$ cat src/rtl/txd_pkg.sv
`timescale 1ns/1ps
package txd_pkg;
    localparam int DATA_W       = 32;
    localparam int BYTE_W       = 8;
    localparam int DESC_WORDS   = 4;
    localparam int OFF_CTRL     = 'h00;
    localparam int OFF_POLL     = 'h18;
    localparam int OFF_BASE     = 'h20;
    localparam int CTRL_DMA_BIT = 0;
    localparam int CTRL_TX_BIT  = 5;
    localparam int OWN_BIT      = 31;
    localparam int EOR_BIT      = 31;
    localparam int FS_BIT       = 28;
    localparam int LS_BIT       = 27;
    localparam int LATE_BIT     = 0;
    localparam int EXC_BIT      = 1;

    typedef enum logic [3:0] {
        S_IDLE,
        S_RD0_REQ,
        S_RD0_WAIT,
        S_RD1_REQ,
        S_RD1_WAIT,
        S_RD2_REQ,
        S_RD2_WAIT,
        S_BUF_REQ,
        S_BUF_WAIT,
        S_SEND,
        S_WB_REQ,
        S_DONE
    } seq_state_e;
endpackage

$ cat src/rtl/txd_regs.sv
`timescale 1ns/1ps
module txd_regs
    import txd_pkg::*;
#(
    parameter int ADDR_W = 30,
    parameter int REG_AW = 8
) (
    input  logic              clk,
    input  logic              rst_n,
    input  logic              wr_en_i,
    input  logic [REG_AW-1:0] wr_addr_i,
    input  logic [DATA_W-1:0] wr_data_i,
    input  logic              advance_i,
    input  logic              wrap_i,
    output logic              poll_o,
    output logic              run_ok_o,
    output logic [ADDR_W-1:0] ring_ptr_o
);
    typedef struct packed {
        logic              dma_en;
        logic              tx_en;
        logic [ADDR_W-1:0] base;
        logic [ADDR_W-1:0] ptr;
    } regs_t;

    regs_t q, d;
    logic  hit_ctrl, hit_poll, hit_base;
    logic  unused_wdata;

    assign hit_ctrl     = wr_en_i && (wr_addr_i == REG_AW'(OFF_CTRL));
    assign hit_poll     = wr_en_i && (wr_addr_i == REG_AW'(OFF_POLL));
    assign hit_base     = wr_en_i && (wr_addr_i == REG_AW'(OFF_BASE));
    assign unused_wdata = ^wr_data_i;

    always_comb begin
        d = q;
        if (hit_ctrl) begin
            d.dma_en = wr_data_i[CTRL_DMA_BIT];
            d.tx_en  = wr_data_i[CTRL_TX_BIT];
        end
        if (advance_i) begin
            d.ptr = wrap_i ? q.base : q.ptr + ADDR_W'(DESC_WORDS);
        end
        if (hit_base) begin
            d.base = wr_data_i[ADDR_W+1:2];
            d.ptr  = wr_data_i[ADDR_W+1:2];
        end
    end

    always_ff @(posedge clk or negedge rst_n) begin
        if (!rst_n) q <= '0;
        else        q <= d;
    end

    assign poll_o     = hit_poll;
    assign run_ok_o   = q.dma_en && q.tx_en;
    assign ring_ptr_o = q.ptr;

    AST_BASE_WRITE_RELOADS: assert property (@(posedge clk) disable iff (!rst_n)
        hit_base |=> (ring_ptr_o == q.base)) else $error("base write did not reload pointer");
endmodule

$ cat src/rtl/txd_lane_sel.sv
`timescale 1ns/1ps
module txd_lane_sel
    import txd_pkg::*;
#(
    parameter int LANES = DATA_W / BYTE_W,
    parameter int LW    = $clog2(LANES)
) (
    input  logic [DATA_W-1:0] word_i,
    input  logic [LW-1:0]     lane_i,
    output logic [BYTE_W-1:0] byte_o
);
    logic [BYTE_W-1:0] lanes [LANES];

    for (genvar g = 0; g < LANES; g++) begin : g_lane
        assign lanes[g] = word_i[g*BYTE_W +: BYTE_W];
    end

    assign byte_o = lanes[lane_i];
endmodule

$ cat src/rtl/txd_seq.sv
`timescale 1ns/1ps
module txd_seq
    import txd_pkg::*;
#(
    parameter int ADDR_W = 30,
    parameter int LEN_W  = 11,
    parameter int LANES  = DATA_W / BYTE_W,
    parameter int LW     = $clog2(LANES)
) (
    input  logic              clk,
    input  logic              rst_n,
    input  logic              poll_i,
    input  logic              run_ok_i,
    input  logic [ADDR_W-1:0] ring_ptr_i,
    output logic              advance_o,
    output logic              wrap_o,
    output logic              mem_req_o,
    output logic              mem_we_o,
    output logic [ADDR_W-1:0] mem_addr_o,
    output logic [DATA_W-1:0] mem_wdata_o,
    input  logic              mem_ready_i,
    input  logic              mem_rvalid_i,
    input  logic [DATA_W-1:0] mem_rdata_i,
    output logic [DATA_W-1:0] word_o,
    output logic [LW-1:0]     lane_o,
    output logic              tx_valid_o,
    output logic              tx_first_o,
    output logic              tx_last_o,
    input  logic              tx_ready_i,
    input  logic              late_col_i,
    input  logic              exc_col_i,
    output logic              tx_done_o
);
    typedef struct packed {
        seq_state_e        st;
        logic [ADDR_W-1:0] desc;
        logic [ADDR_W-1:0] bufa;
        logic [LEN_W-1:0]  remain;
        logic [LW-1:0]     lane;
        logic [DATA_W-1:0] word;
        logic              fs;
        logic              ls;
        logic              eor;
        logic              first_pend;
        logic              late;
        logic              exc;
    } seq_t;

    seq_t q, d;

    always_comb begin
        d           = q;
        mem_req_o   = 1'b0;
        mem_we_o    = 1'b0;
        mem_addr_o  = q.desc;
        mem_wdata_o = '0;
        tx_valid_o  = 1'b0;
        tx_first_o  = 1'b0;
        tx_last_o   = 1'b0;
        advance_o   = 1'b0;
        wrap_o      = 1'b0;
        tx_done_o   = 1'b0;
        unique case (q.st)
            S_IDLE: begin
                if (poll_i && run_ok_i) begin
                    d.desc = ring_ptr_i;
                    d.st   = S_RD0_REQ;
                end
            end
            S_RD0_REQ: begin
                mem_req_o = 1'b1;
                if (mem_ready_i) d.st = S_RD0_WAIT;
            end
            S_RD0_WAIT: begin
                if (mem_rvalid_i) d.st = mem_rdata_i[OWN_BIT] ? S_RD1_REQ : S_IDLE;
            end
            S_RD1_REQ: begin
                mem_req_o  = 1'b1;
                mem_addr_o = q.desc + ADDR_W'(1);
                if (mem_ready_i) d.st = S_RD1_WAIT;
            end
            S_RD1_WAIT: begin
                if (mem_rvalid_i) begin
                    d.remain = mem_rdata_i[LEN_W-1:0];
                    d.fs     = mem_rdata_i[FS_BIT];
                    d.ls     = mem_rdata_i[LS_BIT];
                    d.eor    = mem_rdata_i[EOR_BIT];
                    d.st     = S_RD2_REQ;
                end
            end
            S_RD2_REQ: begin
                mem_req_o  = 1'b1;
                mem_addr_o = q.desc + ADDR_W'(2);
                if (mem_ready_i) d.st = S_RD2_WAIT;
            end
            S_RD2_WAIT: begin
                if (mem_rvalid_i) begin
                    d.bufa       = mem_rdata_i[ADDR_W+1:2];
                    d.late       = 1'b0;
                    d.exc        = 1'b0;
                    d.first_pend = q.fs;
                    d.st         = (q.remain == '0) ? S_WB_REQ : S_BUF_REQ;
                end
            end
            S_BUF_REQ: begin
                mem_req_o  = 1'b1;
                mem_addr_o = q.bufa;
                if (mem_ready_i) d.st = S_BUF_WAIT;
            end
            S_BUF_WAIT: begin
                if (mem_rvalid_i) begin
                    d.word = mem_rdata_i;
                    d.lane = '0;
                    d.bufa = q.bufa + ADDR_W'(1);
                    d.st   = S_SEND;
                end
            end
            S_SEND: begin
                tx_valid_o = 1'b1;
                tx_first_o = q.first_pend;
                tx_last_o  = q.ls && (q.remain == LEN_W'(1));
                d.late     = q.late | late_col_i;
                d.exc      = q.exc | exc_col_i;
                if (tx_ready_i) begin
                    d.first_pend = 1'b0;
                    d.remain     = q.remain - LEN_W'(1);
                    d.lane       = q.lane + LW'(1);
                    if (q.remain == LEN_W'(1))          d.st = S_WB_REQ;
                    else if (q.lane == LW'(LANES - 1))  d.st = S_BUF_REQ;
                end
            end
            S_WB_REQ: begin
                mem_req_o             = 1'b1;
                mem_we_o              = 1'b1;
                mem_wdata_o[LATE_BIT] = q.late;
                mem_wdata_o[EXC_BIT]  = q.exc;
                if (mem_ready_i) begin
                    advance_o = 1'b1;
                    wrap_o    = q.eor;
                    d.st      = S_DONE;
                end
            end
            S_DONE: begin
                tx_done_o = 1'b1;
                d.st      = S_IDLE;
            end
            default: d.st = S_IDLE;
        endcase
    end

    always_ff @(posedge clk or negedge rst_n) begin
        if (!rst_n) q <= '0;
        else        q <= d;
    end

    assign word_o = q.word;
    assign lane_o = q.lane;

    AST_REQ_HOLD: assert property (@(posedge clk) disable iff (!rst_n)
        (mem_req_o && !mem_ready_i) |=> (mem_req_o && $stable(mem_addr_o) && $stable(mem_we_o)))
        else $error("memory request dropped or changed while stalled");
    AST_BYTE_HOLD: assert property (@(posedge clk) disable iff (!rst_n)
        (tx_valid_o && !tx_ready_i) |=> (tx_valid_o && $stable(word_o) && $stable(lane_o)
                                         && $stable(tx_first_o) && $stable(tx_last_o)))
        else $error("byte changed while stalled");
    AST_GATED_POLL: assert property (@(posedge clk) disable iff (!rst_n)
        (q.st == S_IDLE && !run_ok_i) |=> (q.st == S_IDLE))
        else $error("fetch started while disabled");
    AST_IDLE_QUIET: assert property (@(posedge clk) disable iff (!rst_n)
        (q.st == S_IDLE) |-> (!mem_req_o && !tx_valid_o && !tx_done_o))
        else $error("activity while idle");
    AST_WB_CLEARS_OWN: assert property (@(posedge clk) disable iff (!rst_n)
        (mem_req_o && mem_we_o) |-> !mem_wdata_o[OWN_BIT])
        else $error("write-back keeps ownership");
    AST_DONE_PULSE: assert property (@(posedge clk) disable iff (!rst_n)
        tx_done_o |=> !tx_done_o) else $error("done longer than one cycle");
    AST_DONE_AFTER_WB: assert property (@(posedge clk) disable iff (!rst_n)
        $rose(tx_done_o) |-> $past(mem_req_o && mem_we_o && mem_ready_i))
        else $error("done without accepted write-back");
endmodule

$ cat src/rtl/txdesc_engine.sv
`timescale 1ns/1ps
module txdesc_engine
    import txd_pkg::*;
#(
    parameter int ADDR_W = 30,
    parameter int LEN_W  = 11,
    parameter int REG_AW = 8
) (
    input  logic              clk,
    input  logic              rst_n,
    input  logic              reg_wr_en,
    input  logic [REG_AW-1:0] reg_wr_addr,
    input  logic [31:0]       reg_wr_data,
    output logic              mem_req,
    output logic              mem_we,
    output logic [ADDR_W-1:0] mem_addr,
    output logic [31:0]       mem_wdata,
    input  logic              mem_ready,
    input  logic              mem_rvalid,
    input  logic [31:0]       mem_rdata,
    output logic              tx_valid,
    output logic [7:0]        tx_data,
    output logic              tx_first,
    output logic              tx_last,
    input  logic              tx_ready,
    input  logic              mac_late_col,
    input  logic              mac_exc_col,
    output logic              tx_done
);
    localparam int LANES = DATA_W / BYTE_W;
    localparam int LW    = $clog2(LANES);

    logic              poll, run_ok, advance, wrap;
    logic [ADDR_W-1:0] ring_ptr;
    logic [DATA_W-1:0] cur_word;
    logic [LW-1:0]     cur_lane;

    txd_regs #(.ADDR_W(ADDR_W), .REG_AW(REG_AW)) u_regs (
        .clk        (clk),
        .rst_n      (rst_n),
        .wr_en_i    (reg_wr_en),
        .wr_addr_i  (reg_wr_addr),
        .wr_data_i  (reg_wr_data),
        .advance_i  (advance),
        .wrap_i     (wrap),
        .poll_o     (poll),
        .run_ok_o   (run_ok),
        .ring_ptr_o (ring_ptr)
    );

    txd_seq #(.ADDR_W(ADDR_W), .LEN_W(LEN_W), .LANES(LANES), .LW(LW)) u_seq (
        .clk          (clk),
        .rst_n        (rst_n),
        .poll_i       (poll),
        .run_ok_i     (run_ok),
        .ring_ptr_i   (ring_ptr),
        .advance_o    (advance),
        .wrap_o       (wrap),
        .mem_req_o    (mem_req),
        .mem_we_o     (mem_we),
        .mem_addr_o   (mem_addr),
        .mem_wdata_o  (mem_wdata),
        .mem_ready_i  (mem_ready),
        .mem_rvalid_i (mem_rvalid),
        .mem_rdata_i  (mem_rdata),
        .word_o       (cur_word),
        .lane_o       (cur_lane),
        .tx_valid_o   (tx_valid),
        .tx_first_o   (tx_first),
        .tx_last_o    (tx_last),
        .tx_ready_i   (tx_ready),
        .late_col_i   (mac_late_col),
        .exc_col_i    (mac_exc_col),
        .tx_done_o    (tx_done)
    );

    txd_lane_sel #(.LANES(LANES), .LW(LW)) u_lane (
        .word_i (cur_word),
        .lane_i (cur_lane),
        .byte_o (tx_data)
    );
endmodule

$ cat config.mk
export PLATFORM = sky130hd
export DESIGN_NAME = txdesc_engine
export DESIGN_NICKNAME = d
export VERILOG_FILES = /design/src/rtl/txd_pkg.sv /design/src/rtl/txd_regs.sv /design/src/rtl/txd_lane_sel.sv /design/src/rtl/txd_seq.sv /design/src/rtl/txdesc_engine.sv
export SDC_FILE = /design/constraint.sdc
export NUM_CORES = 1
export LEC_CHECK = 0
export CAP_MARGIN = 10
export CORE_ASPECT_RATIO = 1.25
export CORE_MARGIN = 2
export CORE_UTILIZATION = 35
export CTS_CLUSTER_DIAMETER = 100
export DETAILED_ROUTE_END_ITERATION = 7
export SLEW_MARGIN = 0
export SYNTH_ARGS = -nofsm -noshare
export SYNTH_HDL_FRONTEND = slang
export SYNTH_HIERARCHICAL = 1
export SYNTH_SLANG_ARGS = --single-unit
$ cat constraint.sdc
create_clock -name clk -period 3.1 [get_ports clk]
set_input_delay 0.93 -clock clk [delete_from_list [all_inputs] [get_ports clk]]
set_output_delay 0.93 -clock clk [all_outputs]
set_load 0.02 [all_outputs]
* Yosys cells after proc, flatten, opt, wreduce, memory -nomap -nowiden
Index checks and enable logic that the tools add are counted.
Storage, ports and cells: bits in registers 177, logic and storage cells 122
Operators by class: add/sub/neg operators 6, magnitude comparators 1, eq/ne operators 27, muxes and demuxes 45, bitwise logic cells 3, reductions and logical operators 24
Operators by type and width (count):
- $mux W30 | 5
- $pmux W30 S3 | 1
- $mux W34 | 2
- $add A30 B1 Y30 const B | 2
- $pmux W30 S2 | 1
- $mux W4 | 13
- $pmux W4 S11 | 1
- $add A30 B2 Y30 const B | 1
- $add A30 B3 Y30 const B | 1
- $pmux W11 S2 | 1
- $ne A2 B2 Y1 const B | 10
- $bmux W8 S2 | 1
- $eq A4 B3 Y1 const B | 4
- $eq A4 B4 Y1 const B | 4
- $mux W8 | 2
- $mux W13 | 1
- $reduce_and A12 Y1 | 1
- $reduce_and A3 Y1 | 4
- $eq A11 B1 Y1 const B | 1
- $logic_not A11 Y1 | 1
- $mux W1 | 11
- $mux W11 | 1
- $sub A11 B1 Y11 const B | 1
- $reduce_bool A2 Y1 | 5
- other kinds (20) | 31

* Longest topological paths before layout
word-level depth 5, mapped depth 11

* By module
Netlist, hierarchy kept.
Modules (own cells, without submodules):
- txd_seq | times used 1, cells each 985, area an instance 8032.7 um^2, seq. area each 2877.8 um^2
- txd_regs | times used 1, cells each 424, area an instance 3613.5 um^2, seq. area each 1551.5 um^2
- txd_lane_sel | times used 1, cells each 10, area an instance 196.4 um^2, seq. area each 0.0 um^2

* Least setup slack after synthesis
OpenSTA, ideal clock, no wires.
kind register -> output, from register u_seq/q[114] (netlist name), to output port mem_addr[10], data arrival time 2.121 ns, setup slack 0.049 ns, cell stages (with the launch flop) 6, buffers on the path 1, cell sequence dfrtp_1 -> nand4bb_1 -> clkbuf_1 -> nor3_1 -> a21oi_1 -> o311ai_0
Between the ends: cells in the longest elaborated chain, start to end 2, elaborated cells on any way between the ends 4
Ends and longest elaborated chain:
- start, declared | line txd_seq.sv:49 | seq_t q, d;
- start signal, assigned | line txd_seq.sv:152 | if (!rst_n) q <= '0;
- start signal, assigned | line txd_seq.sv:153 | else q <= d;
- $eq A4 B3 Y1 or $eq A4 B2 Y1 (tied branches) | line txd_seq.sv:63 | unique case (q.st)
- $pmux W30 S3 (*) | line txd_seq.sv:63
- end, declared | line txdesc_engine.sv:16 | output logic [ADDR_W-1:0] mem_addr,
Mark *: on every way between the ends. The rest lies on a longest branch, timed or not.

* Worst setup path in the final report
from register u_seq/q[113] (netlist name), to output port mem_addr[17]
Same word-level chain as after synthesis.

==> results list <==
- The die covers 35,330 um2.
- Part of the power in the clock network: a little under half
- Proportion of synthesized flip-flops having asynchronous set or reset: 100.0%
* Skew final: ~0.012 ns
- The H-tree was split into 4 levels.
- The initial antenna violation count is 0.
* Peak VDD IR: 0.0002778 V
- The library cell used most frequently in the layout, excluding fill and tap cells, is nand2_1.
- Die height: 209.7 um
* RSZ-0062 raised after global routing: true
* Share of the clock period used by the worst path: 105.8%
- Leakage power summed over all cells: approximately 7 nW
* Run status: complete, but fails checks
- The first global-routing pass estimated slightly above 60 mm of wire.
- Kind of start point of the critical path: flip-flop
- STA classifies the critical path endpoint as a primary output.
* Dominant cell type by count on the critical path: buf_6
- Layout cell share with drive strength beyond 1: between 20% and 30%
- The top cell types in the final layout, fill and taps aside, are nand2_1 (325), dfrtp_1 (169), buf_4 (161), clkdlybuf4s50_1 (83), buf_6 (61).
- Number of warnings printed during yosys synthesis: 6
- Endpoints failing hold: 0
- Leading area contributor after synthesis: dfrtp_1
* Switching power summed over all nets: around 1.3 mW
- Max Clock Freq: about 310 MHz
* Final core area utilization: between 40% and 50%
- Required time worst endpoint: 2.17 ns
- In this run, synthesis inferred 0 flip-flops with an integrated enable.
* Starting density of the core: 35.35%
* Cts bufs inserted: 17
- X dimension of the die: approximately 170 um
* Initial DRT Pass Iterations: 5
- The root buffer cell chosen for the clock tree is clkbuf_16.
* Design Power: roughly 4.9 mW
* TritonCTS clock tree: yes
* Remaining routing DRC violations: 0
- The min-delay analysis places its worst path in the category in -> async.
- Antenna cell count: 0
- During I/O placement, the number of pins put on the boundary was approximately 160.
* Data arrival time of the critical path: between 2 and 2.5 ns
* Violated checks: negative setup slack
* CTS sink count: approximately 180
- Internal power comes to about 3.6 mW.
- Number of vias in the routed layout: approximately 11,000
* Buffers on Ports: 124
- Post-synthesis sequential element count: roughly 180
* GPL Wtd Cong: 0.9155
- Startpoint of the lowest-slack register-to-register path: u_seq/q[113]
- Class of the most critical setup path: reg -> out
* Mean post-synth cell area: between 8 and 9 um2
- Least-Margin Pin Slew: ~0.70 ns
* Switch share: about a quarter
- The number of max-slew violations in the final report is 0.
- Crit path largest cell delay: 0.46 ns
- Violation count after the first detailed-routing iteration: approximately 910
- The slowest stage of the critical path is the dfrtp_2 cell.
- Smallest setup slack after layout: -0.1784 ns
- Total GRT Usage: 21.95%
- Mapped Area: approximately 12,000 um2
- Vias per inst: between 5 and 6
* Detailed placer's ending HPWL: 28.03 mm
- Grt total ovfl: 0
* Crit. Startpoint: u_seq/q[113]
- After detailed routing, the average wire length per cell comes to around 19 um.
- The via count of the first global-routing pass came to 11,120.
* Combinational Power Share: 6.0%
- Measured against its own limit, the worst slew margin works out to a little over half.
- For this run, the register share of the synthesized area comes to between 30 and 40%.
- Entering global routing, the biggest net connects 54 pins.
* Max-capacitance violation count: 0
- Post-route antenna net violation count: 0
- Ranked by total cell area, the synthesized netlist is headed by dfrtp_1 (37%), nand2_1 (11%), buf_4 (6.0%), mux2_2 (3.0%), o21ai_0 (2.8%).
* Max clock buf depth: 2
- Number of rows in the core area: 75
- Portion of total power attributed to sequential cells: roughly half
- Total power density per cell area: around 300 nW/um2
* Library cells used by synthesis: between 80 and 90
* Area share of the largest cell type after synthesis: a little under two fifths
* Period minus WS final: ~3.3 ns
* Crit path cell chain: nor4bb_4, buf_4, buf_6, a21oi_4, or2_2, mux2i_1, a221o_1, buf_6
* Clock transition at the registers of the reported paths: 0.07 ns
* Net count, final: 1,700
- Maximum net fanout on the critical path: 5
- Clk Latency, worst-skew pair: between 0.4 and 0.5 ns
- Std-Cell Core Area: around 34,000 um2
* Setup-violating endpoint count in the final report: 24
- Most used DFF post-synth: dfrtp_1
- After detailed routing, the total wire length is between 30 and 40 mm.
* Synthesized instance count: 1,419
* Layout overhead on the synthesized area: 33.92%
-- metal layers --
metal / wire length (um) / global-route usage (%)
met5: 0 / 0
met4: 1341 / 8.264
met3: 1876 / 2.904
met2: 19340 / 38.24
met1: 16040 / 27.70
-- what timing repair did --
item	4_1_cts	5_1_grt
endpoints found under the hold margin	0	0
gates resized for setup	333	69
buffers inserted	39	21
hold buffers	0	0
setup endpoints to repair	45	41
pin swaps	52	35
-- stage by stage --
step | hold slack [ns] | cells | setup TNS [ns] | instance area, um2 | worst slack [ns]
final | 0.4558 | 2048 | -2.350 | 15860 | -0.1784
after global routing | 0.4671 | 2048 | -4.502 | 15860 | -0.2602
after CTS | 0.4603 | 2032 | -2.688 | 15480 | -0.2267
after detailed placement | 0.4547 | 1964 | -12.89 | 13920 | -0.5160
after global placement | 0.4505 | 1964 | -11.87 | 13920 | -0.5362
after floorplan | 0.4369 | 1448 | 0 | 11950 | 0.04901
-- kinds of logic after synthesis --
| logic type | synth area share (%) |
|---|---|
| multiplexers | 6.202 |
| flip-flops | 37.40 |
| AO/OA/AOI/OAI | 16.63 |
| XOR/XNOR | 1.701 |
| other | 0.03167 |
| AND/OR/NAND/NOR | 27.29 |
| adder cells (fa/ha/maj) | 0.8453 |
| buffers and inverters | 9.900 |
-- power groups by stage --
stage                     sequential [mW]  combinational [mW]  clock (mW)
after detailed placement             2.43               0.295           0
after CTS                            2.39               0.296        2.26
final                                2.39               0.292        2.20
after global placement               2.43               0.293           0
after floorplan                      2.42               0.151           0
after global routing                 2.39               0.323        2.37
-- worst max-delay path, delay by kind of cell (launching register included) --
kind	cells	cell delay, ns
muxes	1	0.13
and+or+nand+nor	2	0.56
AOI/OAI and AO/OA	2	0.30
DFF	1	0.46
buffers and inverters	3	0.45
-- final timing paths --
path	slack (ns)	to	cells after the start
worst min register to register	0.47	u_regs/q[52]	2
min in group clk	0.47	u_regs/q[52]	2
max in group asynchronous	1.91	u_seq/q[111]	2
worst max register to register	0.40	u_regs/ring_ptr_o[18]	11
worst min-delay path	0.46	u_regs/q[56]	1
worst max-delay path	-0.18	mem_addr[17]	8
-- state kept, by name, summed over array words and instances, names as in the netlist --
name,cells
u_seq/q,81
u_regs/q,32
u_seq/word_o,32
u_regs/ring_ptr_o,30
u_seq/lane_o,2
-- Yosys cell counts (12+ instances only) --
| cell | instances |
|---|---|
| and2_1 | 17 |
| mux2_2 | 32 |
| a31oi_1 | 20 |
| nand4_1 | 29 |
| nor3_1 | 33 |
| a32oi_1 | 16 |
| o22ai_1 | 13 |
| nand3_1 | 60 |
| o211ai_1 | 14 |
| a22oi_1 | 12 |
| buf_4 | 95 |
| o21ai_0 | 66 |
| nor2_1 | 58 |
| buf_2 | 28 |
| xnor2_1 | 13 |
| clkbuf_1 | 58 |
| nor4_1 | 16 |
| nand2_1 | 332 |
| a21oi_1 | 54 |
| inv_1 | 14 |
| dfrtp_1 | 177 |
| o221ai_1 | 12 |
| and3_1 | 17 |
| mux2i_1 | 16 |
| and4_1 | 12 |
-- cell type report --
| class | instances | area, um2 |
|---|---|---|
| clock buffer | 17 | 425.4 |
| timing repair buffer | 335 | 3168 |
| clock inverter | 15 | 168.9 |
| tap | 423 | 529.3 |
| multi-input combinational | 1067 | 7074 |
| fill | 3194 | 17640 |
| inverter | 14 | 52.55 |
| sequential | 177 | 4442 |
Note: power is estimated with default switching activity, not from simulation.
